===== src/rtl/pcib_pkg.sv =====
package pcib_pkg;

   typedef enum logic [3:0] {
      S_IDLE,
      S_DRV,
      S_CLK,
      S_REL,
      S_ARB,
      S_WIO,
      S_WCFG,
      S_WMEM,
      S_SETTLE,
      S_READY
   } seq_state_e;

   typedef struct packed {
      logic arb_int;
      logic rst_rel;
      logic clk_run;
      logic clk_oe;
      logic rst_oe;
   } bus_ctl_t;

   localparam int unsigned NUM_WIN   = 3;
   localparam int unsigned WIN_IDX_IO  = 0;
   localparam int unsigned WIN_IDX_CFG = 1;
   localparam int unsigned WIN_IDX_MEM = 2;

   localparam logic [1:0] WTYPE_MEM  = 2'b00;
   localparam logic [1:0] WTYPE_IO   = 2'b01;
   localparam logic [1:0] WTYPE_CFG0 = 2'b10;

   function automatic int unsigned delay_cycles(input int unsigned mhz,
                                                input int unsigned us,
                                                input int unsigned div);
      int unsigned v;
      v = (mhz * us) / div;
      return (v < 1) ? 1 : v;
   endfunction

endpackage


===== src/rtl/pcib_delay_timer.sv =====
module pcib_delay_timer #(
   parameter int unsigned CNT_W = 8
) (
   input  logic             clk,
   input  logic             rst_n,
   input  logic             load,
   input  logic [CNT_W-1:0] load_val,
   output logic             zero
);
   logic [CNT_W-1:0] cnt_q;

   always_ff @(posedge clk or negedge rst_n) begin
      if (!rst_n)            cnt_q <= '0;
      else if (load)         cnt_q <= load_val;
      else if (cnt_q != '0)  cnt_q <= cnt_q - 1'b1;
   end

   assign zero = (cnt_q == '0);
endmodule


===== src/rtl/pcib_seq_fsm.sv =====
module pcib_seq_fsm
   import pcib_pkg::*;
#(
   parameter int unsigned CNT_W      = 8,
   parameter int unsigned HOLD_CYC   = 4,
   parameter int unsigned ARB_CYC    = 1,
   parameter int unsigned SETTLE_CYC = 8
) (
   input  logic               clk,
   input  logic               rst_n,
   input  logic               start,
   input  logic               tmr_zero,
   output logic               tmr_load,
   output logic [CNT_W-1:0]   tmr_val,
   output bus_ctl_t           ctl,
   output logic [NUM_WIN-1:0] win_wr,
   output logic               done
);
   localparam logic [CNT_W-1:0] HOLD_LD   = CNT_W'(HOLD_CYC - 1);
   localparam logic [CNT_W-1:0] ARB_LD    = CNT_W'(ARB_CYC - 1);
   localparam logic [CNT_W-1:0] SETTLE_LD = CNT_W'(SETTLE_CYC - 1);

   seq_state_e st_q, st_d;

   always_ff @(posedge clk or negedge rst_n) begin
      if (!rst_n) st_q <= S_IDLE;
      else        st_q <= st_d;
   end

   always_comb begin
      st_d     = st_q;
      tmr_load = 1'b0;
      tmr_val  = '0;
      case (st_q)
         S_IDLE:   if (start) st_d = S_DRV;
         S_DRV: begin
            st_d     = S_CLK;
            tmr_load = 1'b1;
            tmr_val  = HOLD_LD;
         end
         S_CLK:    if (tmr_zero) st_d = S_REL;
         S_REL: begin
            st_d     = S_ARB;
            tmr_load = 1'b1;
            tmr_val  = ARB_LD;
         end
         S_ARB:    if (tmr_zero) st_d = S_WIO;
         S_WIO:    st_d = S_WCFG;
         S_WCFG:   st_d = S_WMEM;
         S_WMEM: begin
            st_d     = S_SETTLE;
            tmr_load = 1'b1;
            tmr_val  = SETTLE_LD;
         end
         S_SETTLE: if (tmr_zero) st_d = S_READY;
         S_READY:  st_d = S_READY;
         default:  st_d = S_IDLE;
      endcase
   end

   always_comb begin
      ctl.rst_oe  = (st_q != S_IDLE);
      ctl.clk_oe  = (st_q != S_IDLE);
      ctl.clk_run = (st_q >= S_CLK);
      ctl.rst_rel = (st_q >= S_REL);
      ctl.arb_int = (st_q >= S_ARB);
   end

   assign win_wr[WIN_IDX_IO]  = (st_q == S_WIO);
   assign win_wr[WIN_IDX_CFG] = (st_q == S_WCFG);
   assign win_wr[WIN_IDX_MEM] = (st_q == S_WMEM);
   assign done                = (st_q == S_READY);
endmodule


===== src/rtl/pcib_window_regs.sv =====
module pcib_window_regs #(
   parameter int unsigned N     = 3,
   parameter int unsigned WIN_W = 32
) (
   input  logic                    clk,
   input  logic                    rst_n,
   input  logic [N-1:0]            wr,
   input  logic [N-1:0][WIN_W-1:0] wr_val,
   output logic [N-1:0][WIN_W-1:0] q
);
   for (genvar i = 0; i < N; i++) begin : g_win
      always_ff @(posedge clk or negedge rst_n) begin
         if (!rst_n)     q[i] <= '0;
         else if (wr[i]) q[i] <= wr_val[i];
      end
   end
endmodule


===== src/rtl/pcib_bringup.sv =====
module pcib_bringup
   import pcib_pkg::*;
#(
   parameter int unsigned CLK_HZ      = 200_000_000,
   parameter int unsigned TIME_DIV    = 1,
   parameter int unsigned RST_HOLD_US = 150,
   parameter int unsigned ARB_HOLD_US = 1,
   parameter int unsigned SETTLE_US   = 10_000,
   parameter int unsigned WIN_W       = 32,
   parameter logic [31:0] IO_BASE     = 32'h0800_0000,
   parameter logic [31:0] CFG_BASE    = 32'h0C00_0000,
   parameter logic [31:0] MEM_BASE    = 32'h4000_0000
) (
   input  logic             clk,
   input  logic             rst_n,
   input  logic             start,
   output logic             bus_rst_oe,
   output logic             bus_clk_oe,
   output logic             bus_clk_run,
   output logic             bus_rst_release,
   output logic             arb_internal,
   output logic [WIN_W-1:0] win_io,
   output logic [WIN_W-1:0] win_cfg,
   output logic [WIN_W-1:0] win_mem,
   output logic             ready
);
   localparam int unsigned CLK_MHZ    = CLK_HZ / 1_000_000;
   localparam int unsigned HOLD_CYC   = delay_cycles(CLK_MHZ, RST_HOLD_US, TIME_DIV);
   localparam int unsigned ARB_CYC    = delay_cycles(CLK_MHZ, ARB_HOLD_US, TIME_DIV);
   localparam int unsigned SETTLE_CYC = delay_cycles(CLK_MHZ, SETTLE_US, TIME_DIV);
   localparam int unsigned MAX_A      = (HOLD_CYC > ARB_CYC) ? HOLD_CYC : ARB_CYC;
   localparam int unsigned MAX_CYC    = (MAX_A > SETTLE_CYC) ? MAX_A : SETTLE_CYC;
   localparam int unsigned CNT_W      = $clog2(MAX_CYC + 1);
   localparam logic [31:0] SIZE64M_M  = 32'h03FF_FFFF;
   localparam logic [31:0] SIZE1G_M   = 32'h3FFF_FFFF;

   if (CLK_HZ % 1_000_000 != 0) begin : g_bad_clk
      $error("CLK_HZ must be a whole number of MHz");
   end
   if (TIME_DIV < 1) begin : g_bad_div
      $error("TIME_DIV must be at least 1");
   end
   if (WIN_W != 32) begin : g_bad_w
      $error("WIN_W must be 32");
   end
   if (((IO_BASE & SIZE64M_M) != 0) || ((CFG_BASE & SIZE64M_M) != 0)) begin : g_bad_a64
      $error("64 MB windows must be 64 MB aligned");
   end
   if ((MEM_BASE & SIZE1G_M) != 0) begin : g_bad_a1g
      $error("1 GB window must be 1 GB aligned");
   end

   logic                    tmr_load, tmr_zero, done;
   logic [CNT_W-1:0]        tmr_val;
   bus_ctl_t                ctl;
   logic [NUM_WIN-1:0]      win_wr;
   logic [NUM_WIN-1:0][WIN_W-1:0] win_val, win_q;

   assign win_val[WIN_IDX_IO]  = WIN_W'(IO_BASE  | {30'd0, WTYPE_IO});
   assign win_val[WIN_IDX_CFG] = WIN_W'(CFG_BASE | {30'd0, WTYPE_CFG0});
   assign win_val[WIN_IDX_MEM] = WIN_W'(MEM_BASE | {30'd0, WTYPE_MEM});

   pcib_seq_fsm #(
      .CNT_W(CNT_W), .HOLD_CYC(HOLD_CYC), .ARB_CYC(ARB_CYC), .SETTLE_CYC(SETTLE_CYC)
   ) u_fsm (
      .clk(clk), .rst_n(rst_n), .start(start), .tmr_zero(tmr_zero),
      .tmr_load(tmr_load), .tmr_val(tmr_val), .ctl(ctl), .win_wr(win_wr), .done(done)
   );

   pcib_delay_timer #(.CNT_W(CNT_W)) u_tmr (
      .clk(clk), .rst_n(rst_n), .load(tmr_load), .load_val(tmr_val), .zero(tmr_zero)
   );

   pcib_window_regs #(.N(NUM_WIN), .WIN_W(WIN_W)) u_win (
      .clk(clk), .rst_n(rst_n), .wr(win_wr), .wr_val(win_val), .q(win_q)
   );

   assign bus_rst_oe      = ctl.rst_oe;
   assign bus_clk_oe      = ctl.clk_oe;
   assign bus_clk_run     = ctl.clk_run;
   assign bus_rst_release = ctl.rst_rel;
   assign arb_internal    = ctl.arb_int;
   assign win_io          = win_q[WIN_IDX_IO];
   assign win_cfg         = win_q[WIN_IDX_CFG];
   assign win_mem         = win_q[WIN_IDX_MEM];
   assign ready           = done;
endmodule


===== config.mk =====
export PLATFORM = sky130hd
export DESIGN_NAME = pcib_bringup
export DESIGN_NICKNAME = d
export VERILOG_FILES = /design/src/rtl/pcib_pkg.sv /design/src/rtl/pcib_delay_timer.sv /design/src/rtl/pcib_seq_fsm.sv /design/src/rtl/pcib_window_regs.sv /design/src/rtl/pcib_bringup.sv
export SDC_FILE = /design/constraint.sdc
export NUM_CORES = 1
export LEC_CHECK = 0
export ABC_AREA = 1
export BUFFER_PORTS_ARGS = -buffer_cell sky130_fd_sc_hd__clkbuf_2
export CAP_MARGIN = 40
export CORE_MARGIN = 8
export CORE_UTILIZATION = 35
export DETAILED_ROUTE_END_ITERATION = 8
export PLACE_DENSITY = 0.66
export SLEW_MARGIN = 20
export SYNTH_ARGS = -nofsm -noshare
export SYNTH_HDL_FRONTEND = slang
export SYNTH_SLANG_ARGS = --single-unit

===== constraint.sdc =====
create_clock -name clk -period 1.5 [get_ports clk]
set_input_delay 0.15 -clock clk [delete_from_list [all_inputs] [get_ports clk]]
set_output_delay 0.15 -clock clk [all_outputs]
set_load 0.01 [all_outputs]

==> metrics.csv, run 1 <==
stage,metric,value,unit
placed_design,Final Wtd Congestion,0.8836,
critical_path,"Req. time, crit path",1.68,ns
placed_design,HPWL after DPL,4.207,mm
cts,Inserted Clock Buffers,3,
synthesis,Yosys warnings,0,
floorplanning,Die W,99.60,um
timing,Setup TNS Final,0,ns
cells_and_area,diode count,0,
synthesis,Post-synth EDFFs,0,
synthesis,async set or reset register ratio after synthesis,1.000,
timing,hold slack,0.1823,ns
timing,unrepaired setup endpoints after global routing,true,
cts,"Reg clk slew, reported paths",0.10,ns
critical_path,CP max stage delay,0.39,ns
pwr,Clock power frac,0.123,
critical_path,Slowest cell on crit path,dfrtp_1,
critical_path,CP endpoint kind,register,
synthesis,"Cell Area, Synth",2446,sq um
detailed_routing,vias,1878,
cts,root buffer cell,clkbuf_8,
floorplanning,Core Area,6794,sq um
cells_and_area,fin cells,461,
min_path,worst hold-check path type,in2reg,
cells_and_area,FILL cells,676,
timing,Fmax,667.0,MHz
grt,vias in the first global route,1830,
cells_and_area,cell area after layout,2751,sq um
detailed_routing,Antenna Nets Post-Route,0,
timing,final worst slack,0.0007438,ns
grt,global route total overflow,0,
synthesis,synthesis-stage register bit count,28,
cts,CTS tree,yes,
critical_path,Setup CP Type,reg2reg,
timing,Final setup viols,0,
pwr,Leakage,1.436,nW
synthesis,post-synthesis simple-gate area fraction,0.2517,
detailed_routing,First-pass DRT Iterations,4,
placed_design,pre-CTS WS,-0.1492,ns
critical_path,Worst Path Arrival,1.68,ns
synthesis,post-synthesis mux area share,0,
synthesis,register area share after synthesis,0.2864,
pwr,Peak VDD IR,0.0009019,V
critical_path,Worst path top cell family by delay,simple AND/OR/NAND/NOR gates,
floorplanning,total I/O pin count,105,
floorplanning,Die ar.,9920,sq um
critical_path,worst-path cell chain,inv_2 > ha_2 > inv_2 > buf_4 > nor3_4 > nand3_2 > nor2_4 > buf_12 > nor3_1,
floorplanning,die height,99.60,um
timing,"Slew Viols, Final",0,
synthesis,Compound-Gate Fraction of Synth Area,0.06445,
run_status,status,"finished, final reports clean",
detailed_routing,WL/cell,12.20,um
cts,Sink Count,28,
timing,final hold violations,0,
cells_and_area,Area Growth Syn to Fin,12.48,%
critical_path,CP dominant cell by count,inv_2,
critical_path,CP startpoint kind,register,
critical_path,crit-path max FO,6,
grt,largest net degree at the start of global routing,29,
run,number of max-cap violations,0,
cts,H-tree Lvls,1,
synthesis,XOR/XNOR Fraction of Synth Area,0.03581,
cts,Max Root-Sink Buffers,2,
pwr,Comb power frac,0.602,
synthesis,number of distinct library cells after synthesis,35,
pwr,internal power,2.608,mW
pwr,Switching Share,0.4791,
critical_path,WP buf/inv,4,
detailed_routing,First DRT Iteration DRCs,65,
detailed_routing,drt via density,4.074,
grt,global-route wire length before repair,8.424,mm
floorplanning,Starting Density,0.3600,
timing,Worst Clk Skew,0.004322,ns
pwr,share of power burned in registers,0.276,
cells_and_area,final core occ,0.4050,
pwr,Sw Pwr,2.399,mW
synthesis,Synth Area in Adders,0.01023,
pwr,Pwr per Cell Area,1820,nW/um^2
grt,initial antenna violation count,0,
detailed_routing,Total Wirelength,5.623,mm
synthesis,synthesized area per cell,7.644,sq um
synthesis,largest family of logic cells by synthesized area,buffers and inverters,
cells_and_area,Final nets,371,
placed_design,I/O Buffers,14,
grt,GRT Total Usage,0.1012,
cts,Skew-Pair Late Insertion Delay,0.28,ns
timing,Final min period,1.499,ns
pwr,PnR Total Power,5.007,mW
floorplanning,row count,30,
synthesis,prevailing post-synth register cell,dfrtp_1,
detailed_routing,Residual DRC,0,
synthesis,cell count after synthesis,320,
cells_and_area,layout cell share with drive strength beyond 1,0.2932,
placed_design,DP Area,2419,sq um
timing,period utilisation layout,0.9995,
placed_design,placed insts,446,
-- path summary, 6_finish.rpt --
kind | from | to | slack, ns | cells past startpoint
setup / recovery | u_tmr.cnt_q[0] | u_tmr.cnt_q[16] | 0.0007 | 9
hold / removal | start | u_fsm.st_q[0] | 0.18 | 3
setup reg to reg | u_tmr.cnt_q[0] | u_tmr.cnt_q[16] | 0.0007 | 9
hold reg to reg | u_win.q[94] | u_win.q[94] | 0.48 | 1
max in group asynchronous | rst_n | u_tmr.cnt_q[8] | 0.85 | 3
min in group asynchronous | rst_n | u_win.q[94] | 0.26 | 2
-- sequential cells by signal (all words and copies together), names as in the netlist --
signal,flops
u_win.q,3
u_fsm.st_q,4
u_tmr.cnt_q,21
-- kinds of logic after synthesis --
| family | after synthesis |
|---|---|
| adder cells (fa/ha/maj) | 2 |
| other | 1 |
| XOR/XNOR | 10 |
| AND/OR/NAND/NOR | 123 |
| flip-flops | 28 |
| AO/OA/AOI/OAI | 26 |
| buffers and inverters | 130 |
-- per-layer routing --
layer | track usage | share of wire | vias to the layer above
met1 | 0.1158 | 0.39 | 886
met2 | 0.1901 | 0.53 | 86
li1 | - | - | 902
met5 | 0 | 0 | -
met3 | 0.02025 | 0.074 | 4
met4 | 0.01630 | 0.0064 | 0
-- synthesized netlist by cell type (all sizes together) (3+ instances only) --
cell type,number,share of area
nor3,6,0.014
nand3b,3,0.0092
xor2,8,0.029
a21oi,15,0.032
dfrtp,28,0.29
nand3,19,0.045
nand2,52,0.092
buf,95,0.29
nor2,39,0.081
o21ai,5,0.012
inv,35,0.057
-- power by group through the flow --
| stage | clock network (mW) | registers (mW) | logic [mW] |
|---|---|---|---|
| final | 0.614 | 1.38 | 3.01 |
| after global routing | 0.645 | 1.41 | 3.32 |
| after CTS | 0.618 | 1.33 | 2.70 |
| after detailed placement | 0 | 1.33 | 2.60 |
| after global placement | 0 | 1.32 | 2.55 |
| after floorplan | 0 | 1.29 | 2.01 |
-- final cells by class --
cell class                 count  area (sq um)  area share
clock buffer                   3         41.29     0.01501
clock inverter                 1         30.03     0.01091
inverter                      35         138.9     0.05048
multi-input combinational    251          1354      0.4920
sequential                    28         701.9      0.2551
tap                           96         120.1     0.04366
timing repair buffer          47         365.4      0.1328
-- timing repair --
action,4_1_cts,5_1_grt
endpoints found under the setup margin,21,24
pin swaps,6,10
gates resized for setup,9,31
hold endpoints to repair,28,0
setup buffers,5,4
hold buffers,1,0
-- tightest hold or removal path, cell delays in order --
cell	delay, ns
clkbuf_2	0.08
nor2_1	0.14
a211oi_2	0.06
-- cells in the final DEF (no fill, tap or decap), types with 2 or more instances in the layout --
| cell | netlist | layout |
|---|---|---|
| a21oi_1 | 14 | 14 |
| nand2_1 | 48 | 43 |
| o21ai_1 | 2 | 2 |
| buf_4 | 94 | 29 |
| xor2_1 | 8 | 8 |
| o21ai_0 | 2 | 2 |
| conb_1 | 1 | 90 |
| o211ai_1 | 2 | 2 |
| nand3_4 | 0 | 2 |
| clkbuf_2 | 0 | 14 |
| dfrtp_1 | 28 | 27 |
| nor3_4 | 0 | 2 |
| nand4_1 | 2 | 2 |
| nand3_2 | 3 | 3 |
| nand3_1 | 16 | 14 |
| nand2_4 | 1 | 2 |
| nand3b_1 | 3 | 3 |
| ha_2 | 0 | 2 |
| nor2_1 | 28 | 16 |
| nor2_4 | 5 | 12 |
| inv_1 | 30 | 25 |
| nand2_2 | 2 | 6 |
| clkbuf_8 | 0 | 3 |
| xnor2_1 | 2 | 2 |
| inv_2 | 4 | 9 |
| nor3_1 | 5 | 4 |
| nor2_2 | 6 | 11 |
| buf_12 | 0 | 2 |
Note: power is estimated with default switching activity, not from simulation.
==> run 2: changes to the inputs <==
--- a/config.mk
+++ b/config.mk
@@ -11,7 +11,7 @@
 export CORE_MARGIN = 8
 export CORE_UTILIZATION = 35
 export DETAILED_ROUTE_END_ITERATION = 8
-export PLACE_DENSITY = 0.66
+export SETUP_SLACK_MARGIN = 0.1
 export SLEW_MARGIN = 20
 export SYNTH_ARGS = -nofsm -noshare
 export SYNTH_HDL_FRONTEND = slang
==> metrics.csv, run 2 (same netlist as run 1, synthesis figures left out) <==
stage,metric,value,unit,change
timing,final hold violations,0,,unchanged
grt,met1 Use GR,0.1164,,was 0.1158
run,number of max-cap violations,0,,unchanged
cells_and_area,diode count,0,,unchanged
cts,Inserted Clock Buffers,3,,unchanged
grt,global-route wire length before repair,8.569,mm,was 8.424 mm
timing,worst-margin pin slew,0.6855,ns,
timing,Worst Clk Skew,0.005768,ns,was 0.004322 ns
grt,initial antenna violation count,0,,unchanged
critical_path,"Req. time, crit path",1.67,ns,was 1.68 ns
timing,Final min period,1.447,ns,was 1.499 ns
placed_design,Final Wtd Congestion,0.8288,,was 0.8836
min_path,startpoint of the worst hold path,start,,unchanged
cts,CTS tree,yes,,unchanged
grt,GRT met2 Usage,0.1947,,was 0.1901
timing,period utilisation layout,0.9645,,was 0.9995
floorplanning,Die W,99.60,um,unchanged
pwr,Pwr per Cell Area,1853,nW/um^2,was 1820 nW/um^2
grt,met3 Resource Use GR,0.01955,,was 0.02025
critical_path,R2R cell count,8,,was 9
critical_path,Critical R2R Capture,u_tmr.cnt_q[0],,was u_tmr.cnt_q[16]
placed_design,HPWL after DPL,4.261,mm,was 4.207 mm
cells_and_area,Area Growth Syn to Fin,15.14,%,was 12.48%
floorplanning,Die ar.,9920,sq um,unchanged
floorplanning,Core Area,6794,sq um,unchanged
floorplanning,Starting Density,0.3600,,unchanged
cells_and_area,largest reg by FF count,u_tmr.cnt_q,,unchanged
timing,Slew Limit Headroom,0.5430,,
min_path,hold depth,3,,unchanged
detailed_routing,First-pass DRT Iterations,4,,unchanged
critical_path,R2R setup slack,0.05,ns,was 0.0007 ns
pwr,Peak VDD IR,0.001046,V,was 0.0009019 V
grt,busiest layer in global routing,met2,,unchanged
min_path,worst hold-check path type,in2reg,,unchanged
min_path,Worst Hold Path EP,u_fsm.st_q[0],,unchanged
cts,H-tree Lvls,1,,unchanged
placed_design,placed insts,452,,was 446
placed_design,I/O Buffers,14,,unchanged
cells_and_area,number of flip-flops in the largest register,21,,unchanged
timing,unrepaired setup endpoints after global routing,true,,unchanged
detailed_routing,Antenna Nets Post-Route,0,,unchanged
critical_path,R2R Path Start,u_tmr.cnt_q[0],,unchanged
pwr,Leakage,1.442,nW,was 1.436 nW
critical_path,CP startpoint kind,register,,unchanged
cells_and_area,fin cells,468,,was 461
detailed_routing,Total Wirelength,5.413,mm,was 5.623 mm
detailed_routing,vias,1864,,was 1878
run_status,status,"finished, final reports clean",,unchanged
grt,largest net degree at the start of global routing,29,,unchanged
cells_and_area,"commonest cells after routing, fill and taps aside","90 x conb_1, 40 x nand2_1, 36 x buf_4",,"was 90 x conb_1, 43 x nand2_1, 29 x buf_4"
detailed_routing,WL/cell,11.57,um,was 12.20 um
cts,Max Root-Sink Buffers,2,,unchanged
cts,Sink Count,28,,unchanged
grt,GRT Total Usage,0.1032,,was 0.1012
floorplanning,row count,30,,unchanged
timing,Fmax,691.2,MHz,was 667.0 MHz
cells_and_area,"most common cell after layout, fill and taps aside",conb_1,,unchanged
cts,root buffer cell,clkbuf_8,,unchanged
detailed_routing,First DRT Iteration DRCs,95,,was 65
floorplanning,total I/O pin count,105,,unchanged
critical_path,Worst Path Arrival,1.62,ns,was 1.68 ns
critical_path,Setup CP Type,reg2reg,,unchanged
cells_and_area,layout cell share with drive strength beyond 1,0.3495,,was 0.2932
timing,final worst slack,0.05326,ns,was 0.0007438 ns
critical_path,CP endpoint kind,register,,unchanged
timing,"Slew Viols, Final",0,,unchanged
cts,Skew-Pair Late Insertion Delay,0.27,ns,was 0.28 ns
grt,global route total overflow,0,,unchanged
cells_and_area,Final nets,378,,was 371
detailed_routing,Residual DRC,0,,unchanged
grt,vias in the first global route,1828,,was 1830
placed_design,pre-CTS WS,-0.04666,ns,was -0.1492 ns
critical_path,crit-path max FO,4,,was 6
cells_and_area,Largest regs,"u_tmr.cnt_q: 21 flops, u_fsm.st_q: 4 flops, u_win.q: 3 flops",,unchanged
cts,"Reg clk slew, reported paths",0.10,ns,about the same
detailed_routing,drt via density,3.983,,was 4.074
floorplanning,die height,99.60,um,unchanged
timing,Final setup viols,0,,unchanged
==> run 2: cell count changes in the layout (fill, tap and decap cells not counted), moves of 3 or more <==
cell and change:
a21oi_1 -4, a21oi_2 +4, buf_4 +7, inv_1 -3
inv_2 +3, nand2_1 -3, nand2_2 +4, nand3_1 -3
nand3_2 +3
==> run 2: power by group <==
group          switching (mW)  internal (mW)
clock                   0.238          0.357
sequential              0.274           1.06
combinational            1.91           1.37
total                    2.42           2.79
==> run 2: worst max path at each step <==
stage,start,to,depth (start not counted)
floorplan,u_tmr.cnt_q[0],u_tmr.cnt_q[14],8
global placement,u_tmr.cnt_q[0],u_tmr.cnt_q[15],8
detailed placement,u_tmr.cnt_q[0],u_tmr.cnt_q[15],8
CTS,u_tmr.cnt_q[0],u_tmr.cnt_q[10],9
global route,u_tmr.cnt_q[6],u_tmr.cnt_q[5],8
finish,u_tmr.cnt_q[0],u_tmr.cnt_q[0],8
==> run 2: what timing repair did <==
action                     4_1_cts  5_1_grt
hold endpoints to repair        28        0
pin swaps                       11       17
gates cloned                     1        0
setup endpoints to repair       24       25
gates resized for setup         29       31
hold buffers                     1        0
setup buffers                    9        1
==> run 2: final cells by class <==
| cell class | count | area (sq um) |
|---|---|---|
| Clock inverter | 1 | 30.03 |
| Fill cell | 694 | 3978 |
| Timing Repair Buffer | 53 | 372.9 |
| Multi-Input combinational cell | 252 | 1410 |
| Inverter | 35 | 138.9 |
| Tap cell | 96 | 120.1 |
| Clock buffer | 3 | 41.29 |
| Sequential cell | 28 | 703.2 |
==> run 2: routing by layer <==
| metal | share of wire | vias to the layer above |
|---|---|---|
| met5 | 0 | - |
| met4 | 0.0091 | 0 |
| li1 | - | 919 |
| met2 | 0.52 | 73 |
| met1 | 0.40 | 864 |
| met3 | 0.071 | 8 |
==> run 2: through the flow <==
step / hold slack, ns / util / power, mW / setup TNS [ns] / cell area, sq um
after floorplan: -0.1456 / - / 3.308 / 0 / 2785
after global placement: 0.2387 / 0.3634 / 4.013 / -0.04276 / 2469
after detailed placement: 0.2448 / 0.3634 / 4.040 / -0.1291 / 2469
after CTS: 0.1798 / 0.3989 / 4.981 / 0 / 2710
after global routing: 0.1732 / 0.4145 / 5.631 / -0.2883 / 2816
final: 0.1821 / 0.4145 / 5.218 / 0 / 2816
==> run 2: critical path, stage by stage, from the launching register on <==
cell	delay (ns)
dfrtp_1	0.38
inv_2	0.11
ha_4	0.14
inv_2	0.05
nor3_2	0.20
nand3_2	0.12
buf_4	0.15
a21oi_2	0.13
o21ai_2	0.07
==> run 3: changes to the inputs <==
==> constraint.sdc (replaced) <==
create_clock -name clk -period 1.2 [get_ports clk]
set_input_delay 0.12 -clock clk [delete_from_list [all_inputs] [get_ports clk]]
set_output_delay 0.12 -clock clk [all_outputs]
set_load 0.01 [all_outputs]
==> metrics.csv, run 3 (same netlist as run 1, synthesis figures left out) <==
stage,metric,value,unit,change
timing,final hold violations,0,,unchanged
pwr,Peak VDD IR,0.001559,V,was 0.001046 V
cells_and_area,layout cell share with drive strength beyond 1,0.4663,,was 0.3495
critical_path,CP dominant cell by count,nor3_4,,was inv_2
pwr,Sw Pwr,3.579,mW,was 2.425 mW
critical_path,CP startpoint kind,register,,unchanged
detailed_routing,WL/cell,12.55,um,was 11.57 um
min_path,startpoint of the worst hold path,start,,unchanged
cells_and_area,largest reg by FF count,u_tmr.cnt_q,,unchanged
floorplanning,row count,30,,unchanged
critical_path,Setup CP Type,reg2reg,,unchanged
timing,Setup TNS Final,-6.063,ns,was 0 ns
cells_and_area,number of flip-flops in the largest register,21,,unchanged
pwr,internal power,4.110,mW,was 2.793 mW
detailed_routing,drt via density,4.089,,was 3.983
critical_path,CP max stage delay,0.43,ns,was 0.38 ns
cts,Max Root-Sink Buffers,2,,unchanged
critical_path,R2R setup slack,-0.28,ns,was 0.05 ns
timing,Worst Clk Skew,0.004099,ns,was 0.005768 ns
cells_and_area,Largest regs,"u_tmr.cnt_q: 21 flops, u_fsm.st_q: 4 flops, u_win.q: 3 flops",,unchanged
cells_and_area,Area Growth Syn to Fin,34.42,%,was 15.14%
cts,"Reg clk slew, reported paths",0.10,ns,about the same
grt,global route total overflow,0,,unchanged
cells_and_area,Final nets,407,,was 378
detailed_routing,Residual DRC,0,,unchanged
timing,unrepaired setup endpoints after global routing,true,,unchanged
cells_and_area,"most common cell after layout, fill and taps aside",conb_1,,unchanged
grt,busiest layer in global routing,met2,,unchanged
pwr,Pwr per Cell Area,2338,nW/um^2,was 1853 nW/um^2
timing,Final setup viols,28,,was 0
timing,Final min period,1.483,ns,was 1.447 ns
pwr,Leakage,1.643,nW,was 1.442 nW
run,number of max-cap violations,0,,unchanged
floorplanning,total I/O pin count,105,,unchanged
grt,initial antenna violation count,0,,unchanged
min_path,Worst Hold Path EP,u_fsm.st_q[0],,unchanged
grt,vias in the first global route,2207,,was 1828
cts,Skew-Pair Late Insertion Delay,0.28,ns,was 0.27 ns
detailed_routing,vias,2032,,was 1864
grt,largest net degree at the start of global routing,18,,was 29
critical_path,Critical R2R Capture,u_tmr.cnt_q[16],,was u_tmr.cnt_q[0]
detailed_routing,Total Wirelength,6.239,mm,was 5.413 mm
cts,H-tree Lvls,1,,unchanged
critical_path,CP endpoint kind,register,,unchanged
critical_path,R2R Path Start,u_tmr.cnt_q[1],,was u_tmr.cnt_q[0]
pwr,Switching Share,0.4655,,was 0.4647
critical_path,worst-path cell chain,inv_2 > ha_4 > inv_4 > nor3_4 > nand3_2 > nor2_4 > buf_12 > nor3_4,,was inv_2 > ha_4 > inv_2 > nor3_2 > nand3_2 > buf_4 > a21oi_2 > o21ai_2
critical_path,Slowest cell on crit path,dfrtp_1,,unchanged
cts,Inserted Clock Buffers,3,,unchanged
placed_design,I/O Buffers,14,,unchanged
run_status,status,finished with violations,,"was finished, final reports clean"
critical_path,crit path from,u_tmr.cnt_q[1],,was u_tmr.cnt_q[0]
critical_path,"Req. time, crit path",1.38,ns,was 1.67 ns
cts,CTS tree,yes,,unchanged
pwr,Comb power frac,0.692,,was 0.630
timing,final worst slack,-0.2835,ns,was 0.05326 ns
grt,GRT Total Usage,0.1215,,was 0.1032
run_status,failing checks,negative setup slack,,
cells_and_area,diode count,0,,unchanged
placed_design,HPWL after DPL,4.639,mm,was 4.261 mm
grt,global-route wire length before repair,10.06,mm,was 8.569 mm
floorplanning,Starting Density,0.3600,,unchanged
placed_design,Final Wtd Congestion,0.8190,,was 0.8288
grt,met1 Use GR,0.1273,,was 0.1164
pwr,PnR Total Power,7.689,mW,was 5.218 mW
detailed_routing,First-pass DRT Iterations,4,,unchanged
critical_path,Worst Path Arrival,1.66,ns,was 1.62 ns
cts,root buffer cell,clkbuf_8,,unchanged
min_path,hold depth,3,,unchanged
pwr,Clock power frac,0.081,,was 0.114
grt,GRT met2 Usage,0.2355,,was 0.1947
min_path,worst hold-check path type,in2reg,,unchanged
timing,"Slew Viols, Final",0,,unchanged
grt,met3 Resource Use GR,0.02793,,was 0.01955
floorplanning,Die W,99.60,um,unchanged
detailed_routing,First DRT Iteration DRCs,70,,was 95
floorplanning,Die ar.,9920,sq um,unchanged
cts,Sink Count,28,,unchanged
cells_and_area,"commonest cells after routing, fill and taps aside","90 x conb_1, 50 x buf_4, 31 x nand2_1",,"was 90 x conb_1, 40 x nand2_1, 36 x buf_4"
floorplanning,Core Area,6794,sq um,unchanged
pwr,share of power burned in registers,0.227,,was 0.256
detailed_routing,Antenna Nets Post-Route,0,,unchanged
critical_path,crit-path max FO,4,,unchanged
timing,period utilisation layout,1.236,,was 0.9645
timing,Fmax,674.1,MHz,was 691.2 MHz
critical_path,R2R cell count,8,,unchanged
floorplanning,die height,99.60,um,unchanged
run 3: power by group through the flow:
stage | registers, mW | logic [mW] | clock network (mW)
floorplan | 1.64 | 2.66 | 0
global placement | 1.68 | 3.90 | 0
detailed placement | 1.68 | 3.97 | 0
CTS | 1.67 | 4.51 | 0.634
global route | 1.79 | 5.87 | 0.676
finish | 1.74 | 5.32 | 0.620
run 3: metal layers:
layer | vias to the layer above | wire length (um)
met2 | 81 | 3364
li1 | 976 | -
met1 | 965 | 2347
met5 | - | 0
met4 | 0 | 106
met3 | 10 | 420
run 3: what timing repair did:
action | 4_1_cts | 5_1_grt
endpoints found under the hold margin | 11 | 0
resized for setup | 36 | 73
setup buffers | 8 | 8
cloned | 0 | 1
setup endpoints to repair | 31 | 32
pin swaps | 9 | 24
hold buffers | 1 | 0
run 3: critical path: cells and delay by family (launching register included):
kind	cells	cell delay (ns)
AND/OR/NAND/NOR	4	0.51
adder cells (fa/ha/maj)	1	0.14
buffers and inverters	3	0.28
flip-flops	1	0.43
run 3: area by class of cell:
class                   count  area [sq um]
fillers                   671          3506
multi-input cells         252          1567
flip-flops and latches     28         705.7
repair buffers             82         689.4
inverters                  35         151.4
well taps                  96         120.1
clock buffers               4         55.05
run 3: worst max-delay path by stage:
stage                            to  cells past startpoint  slack (ns)
floorplan            u_tmr.cnt_q[4]                      6       -0.13
global placement     u_tmr.cnt_q[0]                      7       -0.29
detailed placement   u_tmr.cnt_q[4]                      7       -0.30
CTS                  u_tmr.cnt_q[4]                      7       -0.28
global route        u_tmr.cnt_q[16]                      8       -0.38
finish              u_tmr.cnt_q[16]                      8       -0.28
run 3: per-stage QoR:
step / area (sq um) / setup WS (ns) / instances / utilization / hold slack, ns
floorplan: 2850 / -0.1336 / 409 / - / -0.1756
global placement: 2719 / -0.2873 / 475 / 0.4002 / 0.04169
detailed placement: 2719 / -0.2970 / 475 / 0.4002 / 0.04885
CTS: 2959 / -0.2761 / 488 / 0.4355 / 0.1322
global route: 3288 / -0.3783 / 497 / 0.4840 / 0.1683
finish: 3288 / -0.2835 / 497 / 0.4840 / 0.1365
